## config.mk

```make
export PLATFORM = sky130hd
export DESIGN_NAME = brk_uart_tx
export DESIGN_NICKNAME = d
export VERILOG_FILES = /design/src/rtl/brk_uart_pkg.sv /design/src/rtl/brk_uart_len.sv /design/src/rtl/brk_uart_arb.sv /design/src/rtl/brk_uart_tx.sv
export SDC_FILE = /design/constraint.sdc
export NUM_CORES = 1
export LEC_CHECK = 0
export BUFFER_PORTS_ARGS = -buffer_cell sky130_fd_sc_hd__buf_2
export CORE_MARGIN = 2
export CORE_UTILIZATION = 45
export DETAILED_ROUTE_END_ITERATION = 12
export PLACE_DENSITY_LB_ADDON = 0.08
export RECOVER_POWER = 25
export SETUP_SLACK_MARGIN = 0.3
export SKIP_CTS_REPAIR_TIMING = 1
export SYNTH_ARGS = -nofsm -noshare
export SYNTH_HDL_FRONTEND = slang
export SYNTH_HIERARCHICAL = 1
export SYNTH_SLANG_ARGS = --single-unit
```

## constraint.sdc

```tcl
create_clock -name clk -period 2.7 [get_ports clk]
set_input_delay 0.54 -clock clk [delete_from_list [all_inputs] [get_ports clk]]
set_output_delay 0.54 -clock clk [all_outputs]
set_load 0.005 [all_outputs]
```

## src/rtl/brk_uart_pkg.sv

```systemverilog
package brk_uart_pkg;

    typedef enum logic [2:0] {
        ST_IDLE,
        ST_ALIGN,
        ST_START,
        ST_DATA,
        ST_STOP,
        ST_BRK,
        ST_BSTOP
    } tx_state_e;

endpackage

```

## src/rtl/brk_uart_len.sv

```systemverilog
module brk_uart_len #(
    parameter int SEL_W    = 3,
    parameter int BRK_BASE = 13,
    parameter int CNT_W    = 5
) (
    input  logic [SEL_W-1:0] sel,
    output logic [CNT_W-1:0] last_cnt
);
    // Count loaded at acceptance: number of low periods minus one.
    localparam logic [CNT_W-1:0] BASE_M1 = CNT_W'(BRK_BASE - 1);

    always_comb begin
        last_cnt = BASE_M1 + CNT_W'(sel);
    end
endmodule

```

## src/rtl/brk_uart_arb.sv

```systemverilog
module brk_uart_arb (
    input  logic en,
    input  logic idle,
    input  logic brk_go,
    input  logic wr_valid,
    output logic start_brk,
    output logic start_chr
);
    // Requests are taken only when idle and enabled; a break outranks a write.
    always_comb begin
        start_brk = en && idle && brk_go;
        start_chr = en && idle && wr_valid && !brk_go;
    end
endmodule

```

## src/rtl/brk_uart_tx.sv

```systemverilog
module brk_uart_tx #(
    parameter int DATA_W   = 8,
    parameter int SEL_W    = 3,
    parameter int BRK_BASE = 13
) (
    input  logic              clk,
    input  logic              rst_n,
    input  logic              bit_tick,
    input  logic              pwr_en,
    input  logic              tx_en,
    input  logic [SEL_W-1:0]  brk_len_sel,
    input  logic              brk_go,
    input  logic              wr_valid,
    input  logic [DATA_W-1:0] wr_data,
    output logic              txd,
    output logic              tx_irq,
    output logic              busy,
    output logic              brk_pend
);
    import brk_uart_pkg::*;

    localparam int LEN_MAX = BRK_BASE + (1 << SEL_W) - 1;
    localparam int CNT_TOP = (LEN_MAX > DATA_W) ? LEN_MAX : DATA_W;
    localparam int CNT_W   = $clog2(CNT_TOP + 1);
    localparam logic [CNT_W-1:0] DATA_LAST = CNT_W'(DATA_W - 1);
    localparam logic [CNT_W-1:0] CNT_ONE   = CNT_W'(1);

    typedef struct packed {
        tx_state_e         state;
        logic [CNT_W-1:0]  cnt;
        logic [DATA_W-1:0] sh;
        logic              txd;
        logic              irq;
        logic              trig;
    } tx_regs_t;

    tx_regs_t q, d;

    logic             en;
    logic             start_brk;
    logic             start_chr;
    logic [CNT_W-1:0] brk_last;

    assign en = pwr_en && tx_en;

    brk_uart_arb u_arb (
        .en        (en),
        .idle      (q.state == ST_IDLE),
        .brk_go    (brk_go),
        .wr_valid  (wr_valid),
        .start_brk (start_brk),
        .start_chr (start_chr)
    );

    brk_uart_len #(
        .SEL_W    (SEL_W),
        .BRK_BASE (BRK_BASE),
        .CNT_W    (CNT_W)
    ) u_len (
        .sel      (brk_len_sel),
        .last_cnt (brk_last)
    );

    always_comb begin
        d     = q;
        d.irq = 1'b0;
        if (!en) begin
            d.state = ST_IDLE;
            d.txd   = 1'b1;
            d.trig  = 1'b0;
        end else begin
            unique case (q.state)
                ST_IDLE: begin
                    if (start_brk) begin
                        d.state = ST_ALIGN;
                        d.trig  = 1'b1;
                        d.irq   = 1'b1;
                        d.cnt   = brk_last;
                    end else if (start_chr) begin
                        d.state = ST_ALIGN;
                        d.irq   = 1'b1;
                        d.sh    = wr_data;
                    end
                end
                ST_ALIGN: begin
                    if (bit_tick) begin
                        d.txd   = 1'b0;
                        d.state = q.trig ? ST_BRK : ST_START;
                    end
                end
                ST_START: begin
                    if (bit_tick) begin
                        d.txd   = q.sh[0];
                        d.sh    = q.sh >> 1;
                        d.cnt   = DATA_LAST;
                        d.state = ST_DATA;
                    end
                end
                ST_DATA: begin
                    if (bit_tick) begin
                        if (q.cnt == '0) begin
                            d.txd   = 1'b1;
                            d.state = ST_STOP;
                        end else begin
                            d.txd = q.sh[0];
                            d.sh  = q.sh >> 1;
                            d.cnt = q.cnt - CNT_ONE;
                        end
                    end
                end
                ST_STOP: begin
                    if (bit_tick) begin
                        d.state = ST_IDLE;
                    end
                end
                ST_BRK: begin
                    if (bit_tick) begin
                        if (q.cnt == '0) begin
                            d.txd   = 1'b1;
                            d.state = ST_BSTOP;
                        end else begin
                            d.cnt = q.cnt - CNT_ONE;
                        end
                    end
                end
                ST_BSTOP: begin
                    if (bit_tick) begin
                        d.state = ST_IDLE;
                        d.trig  = 1'b0;
                    end
                end
                default: begin
                    d.state = ST_IDLE;
                    d.txd   = 1'b1;
                    d.trig  = 1'b0;
                end
            endcase
        end
    end

    always_ff @(posedge clk or negedge rst_n) begin
        if (!rst_n) begin
            q.state <= ST_IDLE;
            q.cnt   <= '0;
            q.sh    <= '0;
            q.txd   <= 1'b1;
            q.irq   <= 1'b0;
            q.trig  <= 1'b0;
        end else begin
            q <= d;
        end
    end

    assign txd      = q.txd;
    assign tx_irq   = q.irq;
    assign busy     = (q.state != ST_IDLE);
    assign brk_pend = q.trig;

endmodule

```

# Yosys cells after proc, flatten, opt, wreduce, memory -nomap -nowiden

Index checks and enable logic that the tools add are counted.

Equality and inequality tests: 26
Reduce and logical (&&, ||, !) cells: 19
Shift operators: 0
Multipliers: 0
Magnitude comparators: 0
Multiplexer cells: 32
Add/sub/neg operators: 2
Bitwise operators: 0
Div/mod/pow operators: 0

Operators by type and width:

| cell                  | number |
|---|---|
| $mux W17              | 2 |
| $ne A3 B3 Y1 const B  | 9 |
| $mux W3               | 8 |
| $mux W8               | 3 |
| $pmux W8 S3           | 1 |
| $ne A2 B2 Y1 const B  | 10 |
| $pmux W5 S4           | 1 |
| $pmux W3 S6           | 1 |
| $reduce_and A8 Y1     | 2 |
| $mux W13              | 1 |
| $mux W1               | 11 |
| $mux W5               | 2 |
| $eq A3 B3 Y1 const B  | 3 |
| $reduce_and A7 Y1     | 1 |
| $eq A3 B2 Y1 const B  | 2 |
| $reduce_and A6 Y1     | 1 |
| $reduce_bool A3 Y1    | 2 |
| $add A4 B3 Y5 const A | 1 |
| $logic_and A1 B1 Y1   | 5 |
| $logic_not A5 Y1      | 1 |
| $pmux W1 S5           | 1 |
| $reduce_or A5 Y1      | 1 |
| $sub A5 B1 Y5 const B | 1 |
| $ne A4 B4 Y1 const B  | 1 |
| other kinds (8)       | 8 |

Bits in read-only memories: 0
Memories kept: 0
Bits in latches: 0
Bits in registers: 19
Output and inout port bits: 4
Logic and storage cells: 85
Bits in writable memories: 0

# Logic depth before layout (Yosys ltp)

Gate-level depths: netlist of run 1.

Depth in word-level cells: 8
Gate-level depth with buffers: 8

# Cells and area by module

The synthesis of run 1 kept the hierarchy.

By module, submodules not included:

| module       | cells an instance | area an instance (µm²) | seq. area each (µm²) | times used |
|---|---|---|---|---|
| brk_uart_tx  | 142               | 1285.0                 | 476.7                | 1 |
| brk_uart_len | 5                 | 33.8                   | 0.0                  | 1 |
| brk_uart_arb | 2                 | 17.5                   | 0.0                  | 1 |

# Worst setup path before layout of run 1

Ideal clock, no wire load.

Kind: reg2reg
Start point: register q[16] (netlist bit)
End point: register q[11] (netlist bit)
Arrival time: 2165 ps
Setup time: 128 ps
Stages on the path, launching flop included: 9
Slack: 407 ps
Period minus slack after synthesis: 2293 ps
Cells stage by stage: dfrtp_1 buf_4 nor3_1 and3_2 or3_1 a31oi_1 nor4_4 o21ai_1 mux2_1

Cells in the longest elaborated chain, start to end: 5
Elaborated cells between the ends (all ways): 15
Those cells by class: eq/ne: 9; mux: 1; reduce/logical: 5

Ends and longest elaborated chain:

| item                               | line               | text |
|---|---|---|
| start: declaration                 | brk_uart_tx.sv:37  | `tx_regs_t q, d;` |
| $logic_not A3 Y1                   | brk_uart_tx.sv:48  | `.idle (q.state == ST_IDLE),` |
| $logic_and A1 B1 Y1 (2 in series)  | brk_uart_arb.sv:11 | `start_brk = en && idle && brk_go;` |
| net start_brk                      | brk_uart_tx.sv:40  | `logic start_brk;` |
| $ne A2 B2 Y1 (no source line)      | -                  |  |
| $reduce_and A8 Y1 (no source line) | -                  |  |

The timed path passes the listed nets, and every way through them passes these cells.
A chain may end at the register's enable or synchronous reset.

# Worst setup path in the final report of run 1

Start point: register q[11] (netlist bit)
End point: register q[5] (netlist bit)

Cells in the longest elaborated chain, start to end: 3

Ends and longest elaborated chain:

| item                               | line               | text |
|---|---|---|
| $logic_not A5 Y1                   | brk_uart_tx.sv:101 | `if (q.cnt == '0) begin` |
| $ne A2 B2 Y1 (no source line)      | -                  |  |
| $reduce_and A7 Y1 (no source line) | -                  |  |

Every way passes these cells.

==> flow_summary_export.csv, run 1 <==
group,metric,value,unit
die,die_h,58.5,um
setup_path,worst_path_largest_cell_delay,510,ps
logic_synthesis,async_reset_ff_share,100,%
job,cap_viol_max_count,0,
placement,post-place-ws,348,ps
logic_synthesis,synth_top_area_share,33.7,%
grt,grt_util_met1,26.2,%
grt,grt_overflow,0,
clock_tree,cts_buffers,3,
finish,final_common_cell,"buf_2",
finish,fin_cells,202,
setup_path,rr_worst_depth,6,
timing,slew_violations,0,
logic_synthesis,ys_seq_area_share,35.7,%
logic_synthesis,syn_area_per_cell,8.97,um2
logic_synthesis,synthTopCellsByArea,"dfrtp_1 34%, mux2i_1 6.7%, o21ai_0 4.9%, nand2_1 4.5%, buf_4 3.4%",
placement,gp_congestion,0.902,
die,core.rowCount,19,
clock_tree,cts_tree,"built",
die,start_util,48.0,%
logic_synthesis,synth_edf_count,0,
timing,fmax,458,MHz
clock_tree,clock_path_buffers,2,
timing,hold_viol_final,0,
placement,placedCellCount,195,
finish,layout_common_cells,"20 x buf_2, 18 x dfrtp_1, 16 x nand2_1",
logic_synthesis,synth_area,1340,um2
die,core-area,2780,um2
clock_tree,clkTransAtPathRegs,120,ps
clock_tree,h-tree-depth,1,
outcome,outcome,"completed",
timing,period_share,80.8,%
finish,nets,192,
min_path,hp-class,"primary input to async pin",
route,vias_per_cell,5.77,
setup_path,worst_ep_required_time,2860,ps
route,routed_wl,3.03,mm
timing,rsz0062_at_grt,"no",
grt,grt_usage,18.8,%
finish,drive_above_1_share,25.1,%
route,firstDrtPassIters,4,
grt,grt_first_pass_wirelength,5.01,mm
timing,min_period,2180,ps
power_and_ir_drop,p_per_area,607,nW/um2
power_and_ir_drop,peakVddDrop,0.584,mV
finish,antenna_cells,0,
setup_path,worstPathArrival,2350,ps
route,initialDrtViolationCount,60,
clock_tree,cts_root_buf,"clkbuf_4",
setup_path,slowest_stage,"o211ai_2",
grt,first_global_vias,1116,
placement,hpwlAfterDp,2.20,mm
timing,fin_skew,4.62,ps
setup_path,end_kind,"flip-flop",
route,routedWlPerCell,15.0,um
power_and_ir_drop,p_leak,0.652,nW
route,drc_errors,0,
logic_synthesis,yosysUniqueCellTypes,46,
logic_synthesis,synth_ff_type,"dfrtp_1",
grt,antenna_found_initial,0,
setup_path,crit_fanout,16,
die,io_pins,22,
setup_path,start_kind,"flip-flop",
clock_tree,clock_latency,300,ps
placement,placement.io_buffers,21,
setup_path,crit_chain,"inv_1, ha_1, nor4b_1, a21oi_1, o211ai_2, o21ai_0",
grt,top_usage_layer,"met2",
timing,setup_tns,0,ps
timing,worst_pin_slew,1070,ps
route,via_count,1166,
finish,postLayoutCoreUtil,54.0,%
logic_synthesis,ys_warn_count,6,
timing,setup_viol,0,
clock_tree,clkSinkCount,19,
die,dieArea,3420,um2
die,die_w,58.5,um
setup_path,worstSetupPathType,"flip-flop to flip-flop",
finish,area_growth,12.5,%
logic_synthesis,syn_inst,149,
grt,use_met3,3.30,%
grt,met2_usage,30.5,%
logic_synthesis,synth_top_cell_by_area,"dfrtp_1",
route,ant_nets,0,
timing,slew_headroom,28.9,%
logic_synthesis,syn_nets,169,
timing,fin_ws,518,ps
grt,grt_max_degree,26,
power_and_ir_drop,power,0.912,mW
logic_synthesis,synth-seq-cells,19,
## sequential cells by signal, indices dropped and copies added (netlist names)
register	count
brk_pend	1
txd	1
tx_irq	1
q	16
## cells by family after synthesis
family | share of synthesized area [%]
fa+ha+maj | 1.87
xor+xnor | 0.656
flops | 35.7
compound gates | 24.3
buf+inv | 8.15
simple gates | 20.0
mux | 9.27
## final cells by class
cell class / instances / area, um2
clock buffers: 3 / 22.5
clock inverters: 1 / 5.00
fillers: 267 / 1280
inverters: 10 / 37.5
multi-input cells: 108 / 751
flip-flops and latches: 19 / 477
well taps: 31 / 38.8
repair buffers: 30 / 171
## where the power goes
group	switching [mW]	internal, mW	leakage, nW
combinational	0.170	0.143	0.392
clock	0.0976	0.0552	0.0177
sequential	0.0761	0.370	0.243
## critical path: cells and delay by family (launching register included)
family / cells / cell delay (ps)
AND/OR/NAND/NOR: 1 / 420
AO/OA/AOI/OAI: 3 / 860
flip-flops: 1 / 440
buffers and inverters: 1 / 80
adder cells (fa/ha/maj): 1 / 240
## metrics by stage
stage / area [um2] / hold slack [ps]
after floorplan: 1340 / 244
after detailed placement: 1450 / 472
after global routing: 1500 / 466
final: 1500 / 393
after CTS: 1480 / 169
after global placement: 1450 / 465
## Yosys cell counts, types with 2 or more instances
cell type and number:
o21ai_1 4, a21oi_1 8, nand2b_1 3, a211oi_1 2, dfrtp_1 18, nor2_1 5
clkbuf_1 2, ha_1 2, buf_4 6, buf_2 3, inv_1 10, or3_1 2
o21ai_0 13, nand2_1 16, nor4b_1 2, mux2_1 3, mux2i_1 9, nor2b_1 2
nor3_1 4, o41ai_2 2, a31oi_1 2, o221ai_1 4, nand3_1 4
## worst paths after layout
check / startpoint / to / slack, ps
max: q[11]$_DFFE_PN0P_ / q[5]$_DFFE_PN0P_ / 520
min: rst_n / q[11]$_DFFE_PN0P_ / 390
max reg2reg: q[11]$_DFFE_PN0P_ / q[5]$_DFFE_PN0P_ / 520
min reg2reg: q[10]$_DFFE_PN0P_ / q[10]$_DFFE_PN0P_ / 500
max in group asynchronous: rst_n / q[5]$_DFFE_PN0P_ / 1670
min in group clk: wr_data[7] / q[10]$_DFFE_PN0P_ / 470
## layer usage
layer,vias up,wire [um]
li1,590,-
met1,553,1530
met2,21,1410
met3,2,79
met4,0,12
met5,-,0
Note: power is estimated with default switching activity, not from simulation.
==> inputs of run 2 (changes only) <==
Clock period 2.7 ns to 2 ns, I/O delays scaled along.
==> flow_summary_export.csv, run 2 (synthesis gave the netlist of run 1 again) <==
group,metric,value,unit
grt,grt_first_pass_wirelength,5.12,mm
timing,fmax,505,MHz
finish,largest_reg_flops,16,
grt,top_usage_layer,"met2",
setup_path,worst_ep_required_time,2210,ps
finish,final_common_cell,"buf_2",
clock_tree,cts_root_buf,"clkbuf_4",
clock_tree,clock_latency,310,ps
grt,use_met3,3.08,%
route,routed_wl,3.19,mm
grt,met2_usage,30.8,%
route,firstDrtPassIters,4,
placement,placedCellCount,202,
die,die_w,58.5,um
setup_path,reg2reg_slack,20,ps
finish,area.sequential,477,um2
clock_tree,clkTransAtPathRegs,120,ps
setup_path,cp_num_buf_inv,0,
finish,nets,204,
setup_path,worstSetupPathType,"flip-flop to flip-flop",
finish,multi_input_area,883,um2
finish,area_growth,31.2,%
finish,antenna_cells,0,
timing,fin_skew,7.85,ps
finish,nFillCells,233,
placement,place_area,1560,um2
timing,setup_tns,0,ps
die,start_util,48.0,%
timing,rsz0062_at_grt,"yes",
route,initialDrtViolationCount,24,
setup_path,start_kind,"flip-flop",
route,drc_errors,0,
grt,antenna_found_initial,0,
grt,grt_max_degree,23,
die,die_h,58.5,um
finish,fin_cells,214,
grt,grt_usage,19.3,%
timing,hold_slack,247,ps
setup_path,critPathTopFamily,"simple AND/OR/NAND/NOR gates",
min_path,hp-class,"primary input to async pin",
finish,drive_above_1_share,41.5,%
route,routedWlPerCell,14.9,um
die,core-area,2780,um2
setup_path,crit_fanout,4,
setup_path,end_kind,"flip-flop",
finish,regMostFlops,"q",
timing,hold_viol_final,0,
timing,period_share,99.0,%
timing,min_period,1980,ps
clock_tree,cts_tree,"built",
clock_tree,cts_buffers,3,
grt,grt_overflow,0,
clock_tree,h-tree-depth,1,
power_and_ir_drop,peakVddDrop,0.661,mV
timing,worst_pin_slew,1060,ps
grt,grt_util_met1,26.1,%
timing,setup_viol,0,
setup_path,slowest_stage,"dfrtp_1",
setup_path,crit_chain,"nor3_4, and3_4, or3_4, a31oi_4, nor4_4, o21ai_2, mux2_4",
clock_tree,clock_path_buffers,2,
finish,postLayoutCoreUtil,63.0,%
job,cap_viol_max_count,0,
placement,placement.io_buffers,21,
power_and_ir_drop,power,1.39,mW
route,ant_nets,0,
die,io_pins,22,
outcome,outcome,"completed",
setup_path,worstPathArrival,2190,ps
placement,post-place-ws,-45.3,ps
timing,slew_headroom,29.1,%
die,dieArea,3420,um2
timing,slew_violations,0,
setup_path,worst_path_largest_cell_delay,440,ps
placement,hpwlAfterDp,2.18,mm
power_and_ir_drop,p_leak,0.750,nW
route,via_count,1249,
power_and_ir_drop,p_per_area,796,nW/um2
timing,fin_ws,19.8,ps
finish,layout_common_cells,"20 x buf_2, 18 x dfrtp_1, 17 x buf_4",
route,vias_per_cell,5.84,
placement,gp_congestion,0.919,
grt,first_global_vias,1164,
finish,stdcell_area,1750,um2
die,core.rowCount,19,
clock_tree,clkSinkCount,19,
==> run 2: per-layer routing <==
metal | share of wire (%) | routed length (um)
met2 | 47 | 1490
met1 | 48 | 1530
met3 | 3.6 | 116
met5 | 0 | 0
met4 | 1.8 | 58
==> run 2: final timing paths <==
kind	from	end	depth (start not counted)
worst max-delay path	q[16]$_DFFE_PN0P_	q[11]$_DFFE_PN0P_	7
worst min-delay path	rst_n	q[11]$_DFFE_PN0P_	1
min in group clk	wr_data[7]	q[10]$_DFFE_PN0P_	3
worst max register to register	q[16]$_DFFE_PN0P_	q[11]$_DFFE_PN0P_	7
worst min register to register	q[7]$_DFFE_PN0P_	q[7]$_DFFE_PN0P_	2
max in group asynchronous	rst_n	tx_irq$_DFF_PN0_	1
==> run 2: report_power, final <==
part | switching, mW | total (mW) | internal, mW
registers | 0.101 | 0.601 | 0.500
clock network | 0.131 | 0.206 | 0.0746
logic | 0.279 | 0.588 | 0.309
total | 0.511 | 1.39 | 0.884
==> run 2: area by class of cell <==
class | count | share of cell area (%)
Multi-Input combinational cell | 108 | 50.4
Sequential cell | 19 | 27.2
Timing Repair Buffer | 42 | 16.5
Tap cell | 31 | 2.21
Inverter | 10 | 2.14
Clock buffer | 3 | 1.28
Clock inverter | 1 | 0.286
==> run 2: worst reg2reg max path, delay by kind of cell, from the launching register on <==
kind	cells	cell delay [ps]
compound gates	2	210
flops	1	440
mux	1	310
simple gates	4	910
==> inputs of run 3 (changes only) <==
Settings changed: CORE_UTILIZATION 45 to 25.
==> flow_summary_export.csv, run 3 (synthesis gave the netlist of run 1 again) <==
group,metric,value,unit
outcome,outcome,"finished, violations left",
outcome,failed_checks,"negative setup slack",
timing,rsz0062_at_grt,"yes",
clock_tree,cts_tree,"built",
die,die_h,77.1,um
grt,first_global_vias,1253,
die,die_w,77.1,um
route,routedWlPerCell,14.3,um
clock_tree,cts_buffers,3,
placement,gp_congestion,0.781,
grt,grt_max_degree,23,
placement,placement.io_buffers,21,
power_and_ir_drop,p_per_area,782,nW/um2
route,routed_wl,3.66,mm
die,dieArea,5950,um2
die,core-area,5140,um2
power_and_ir_drop,power,1.49,mW
timing,period_share,104,%
setup_path,end_kind,"flip-flop",
finish,postLayoutCoreUtil,37.2,%
placement,hpwlAfterDp,2.56,mm
finish,largest_reg_flops,16,
setup_path,worstPathArrival,2230,ps
finish,nets,207,
finish,area_growth,43.1,%
finish,area.sequential,478,um2
route,via_count,1249,
power_and_ir_drop,p_switching,0.538,mW
finish,layout_common_cells,"20 x buf_2, 18 x buf_4, 17 x dfrtp_1",
setup_path,start_kind,"flip-flop",
finish,antenna_cells,0,
clock_tree,clkSinkCount,19,
timing,hold_viol_final,0,
timing,min_period,2080,ps
route,ant_nets,0,
clock_tree,h-tree-depth,1,
clock_tree,clock_path_buffers,2,
power_and_ir_drop,swShare,36.0,%
min_path,hp-class,"primary input to async pin",
clock_tree,clock_latency,260,ps
power_and_ir_drop,clockPowerShare,19.0,%
timing,slew_headroom,24.6,%
grt,grt_first_pass_wirelength,5.85,mm
die,start_util,26.0,%
setup_path,critPathTopFamily,"simple AND/OR/NAND/NOR gates",
timing,fin_ws,-78.8,ps
die,core.rowCount,26,
setup_path,worst_path_largest_cell_delay,420,ps
finish,nFillCells,555,
power_and_ir_drop,pwr-share-seq,40.1,%
power_and_ir_drop,peakVddDrop,0.320,mV
route,initialDrtViolationCount,66,
die,io_pins,22,
route,firstDrtPassIters,4,
route,vias_per_cell,4.88,
timing,worst_pin_slew,1130,ps
setup_path,crit_chain,"nor3_4, and3_4, or3_4, a31oi_4, nor4_4, o21ai_2, mux2_4",
setup_path,reg2reg_slack,-80,ps
setup_path,rr_worst_depth,7,
route,drc_errors,0,
setup_path,slowest_stage,"dfrtp_1",
clock_tree,clkTransAtPathRegs,80,ps
power_and_ir_drop,p_comb_share,40.9,%
timing,setup_tns,-218,ps
finish,regMostFlops,"q",
setup_path,worstSetupPathType,"flip-flop to flip-flop",
grt,grt_usage,12.3,%
setup_path,timing.rr.end,"q[11]$_DFFE_PN0P_",
timing,fin_skew,1.42,ps
finish,multi_input_area,921,um2
timing,fmax,481,MHz
setup_path,crit_fanout,4,
power_and_ir_drop,internal_power,0.957,mW
timing,setup_viol,3,
finish,final_common_cell,"buf_2",
setup_path,cp_num_buf_inv,0,
power_and_ir_drop,p_leak,0.791,nW
grt,antenna_found_initial,0,
timing,slew_violations,0,
setup_path,worst_ep_required_time,2150,ps
grt,grt_overflow,0,
job,cap_viol_max_count,0,
finish,drive_above_1_share,43.0,%
clock_tree,cts_root_buf,"clkbuf_8",
setup_path,r2r-start,"q[17]$_DFFE_PN0P_",
==> run 3: stage by stage <==
step | setup WS (ps) | hold WS [ps] | cells | area [um2]
global placement | 9.61 | 383 | 246 | 1660
CTS | -31.0 | 102 | 250 | 1710
finish | -78.8 | 333 | 256 | 1910
global route | -156 | 409 | 256 | 1910
floorplan | 53.4 | 104 | 149 | 1380
detailed placement | -21.0 | 393 | 246 | 1660
==> run 3: area by class of cell <==
class / instances / share of cell area, %
Inverter: 10 / 1.96
Clock inverter: 1 / 0.262
Tap cell: 70 / 4.58
Clock buffer: 3 / 2.16
Sequential cell: 19 / 25.0
Multi-Input combinational cell: 108 / 48.2
Timing Repair Buffer: 45 / 17.9
==> run 3: worst register-to-register path: stages (launching register included) <==
cell and delay, ps:
dfrtp_1 420, nor3_4 230, and3_4 220, or3_4 120
a31oi_4 90, nor4_4 410, o21ai_2 150, mux2_4 320
==> run 3: worst max-delay path by stage <==
stage / slack (ps) / cells after the start / start / to
detailed placement: -20 / 10 / pwr_en / q[14]$_DFFE_PN0P_
global route: -160 / 7 / q[18]$_DFFE_PN0P_ / q[11]$_DFFE_PN0P_
finish: -80 / 7 / q[17]$_DFFE_PN0P_ / q[11]$_DFFE_PN0P_
CTS: -30 / 7 / q[18]$_DFFE_PN0P_ / q[11]$_DFFE_PN0P_
floorplan: 50 / 8 / q[16]$_DFFE_PN0P_ / q[11]$_DFFE_PN0P_
global placement: 10 / 10 / pwr_en / q[14]$_DFFE_PN0P_
==> run 3: routing by layer <==
metal	up-vias	routed length [um]	GRT usage, %
li1	620	-	-
met1	605	1780	16.0
met2	18	1710	20.5
met3	6	95	1.53
met4	0	70	5.18
met5	-	0	0
==> run 3: power groups by stage <==
stage          sequential [mW]  combinational (mW)  clock, mW
2_1_floorplan            0.581               0.327          0
3_3_place_gp             0.598               0.475          0
3_5_place_dp             0.598               0.486          0
4_1_cts                  0.589               0.490      0.290
5_1_grt                  0.623               0.674      0.316
6_report                 0.600               0.611      0.284
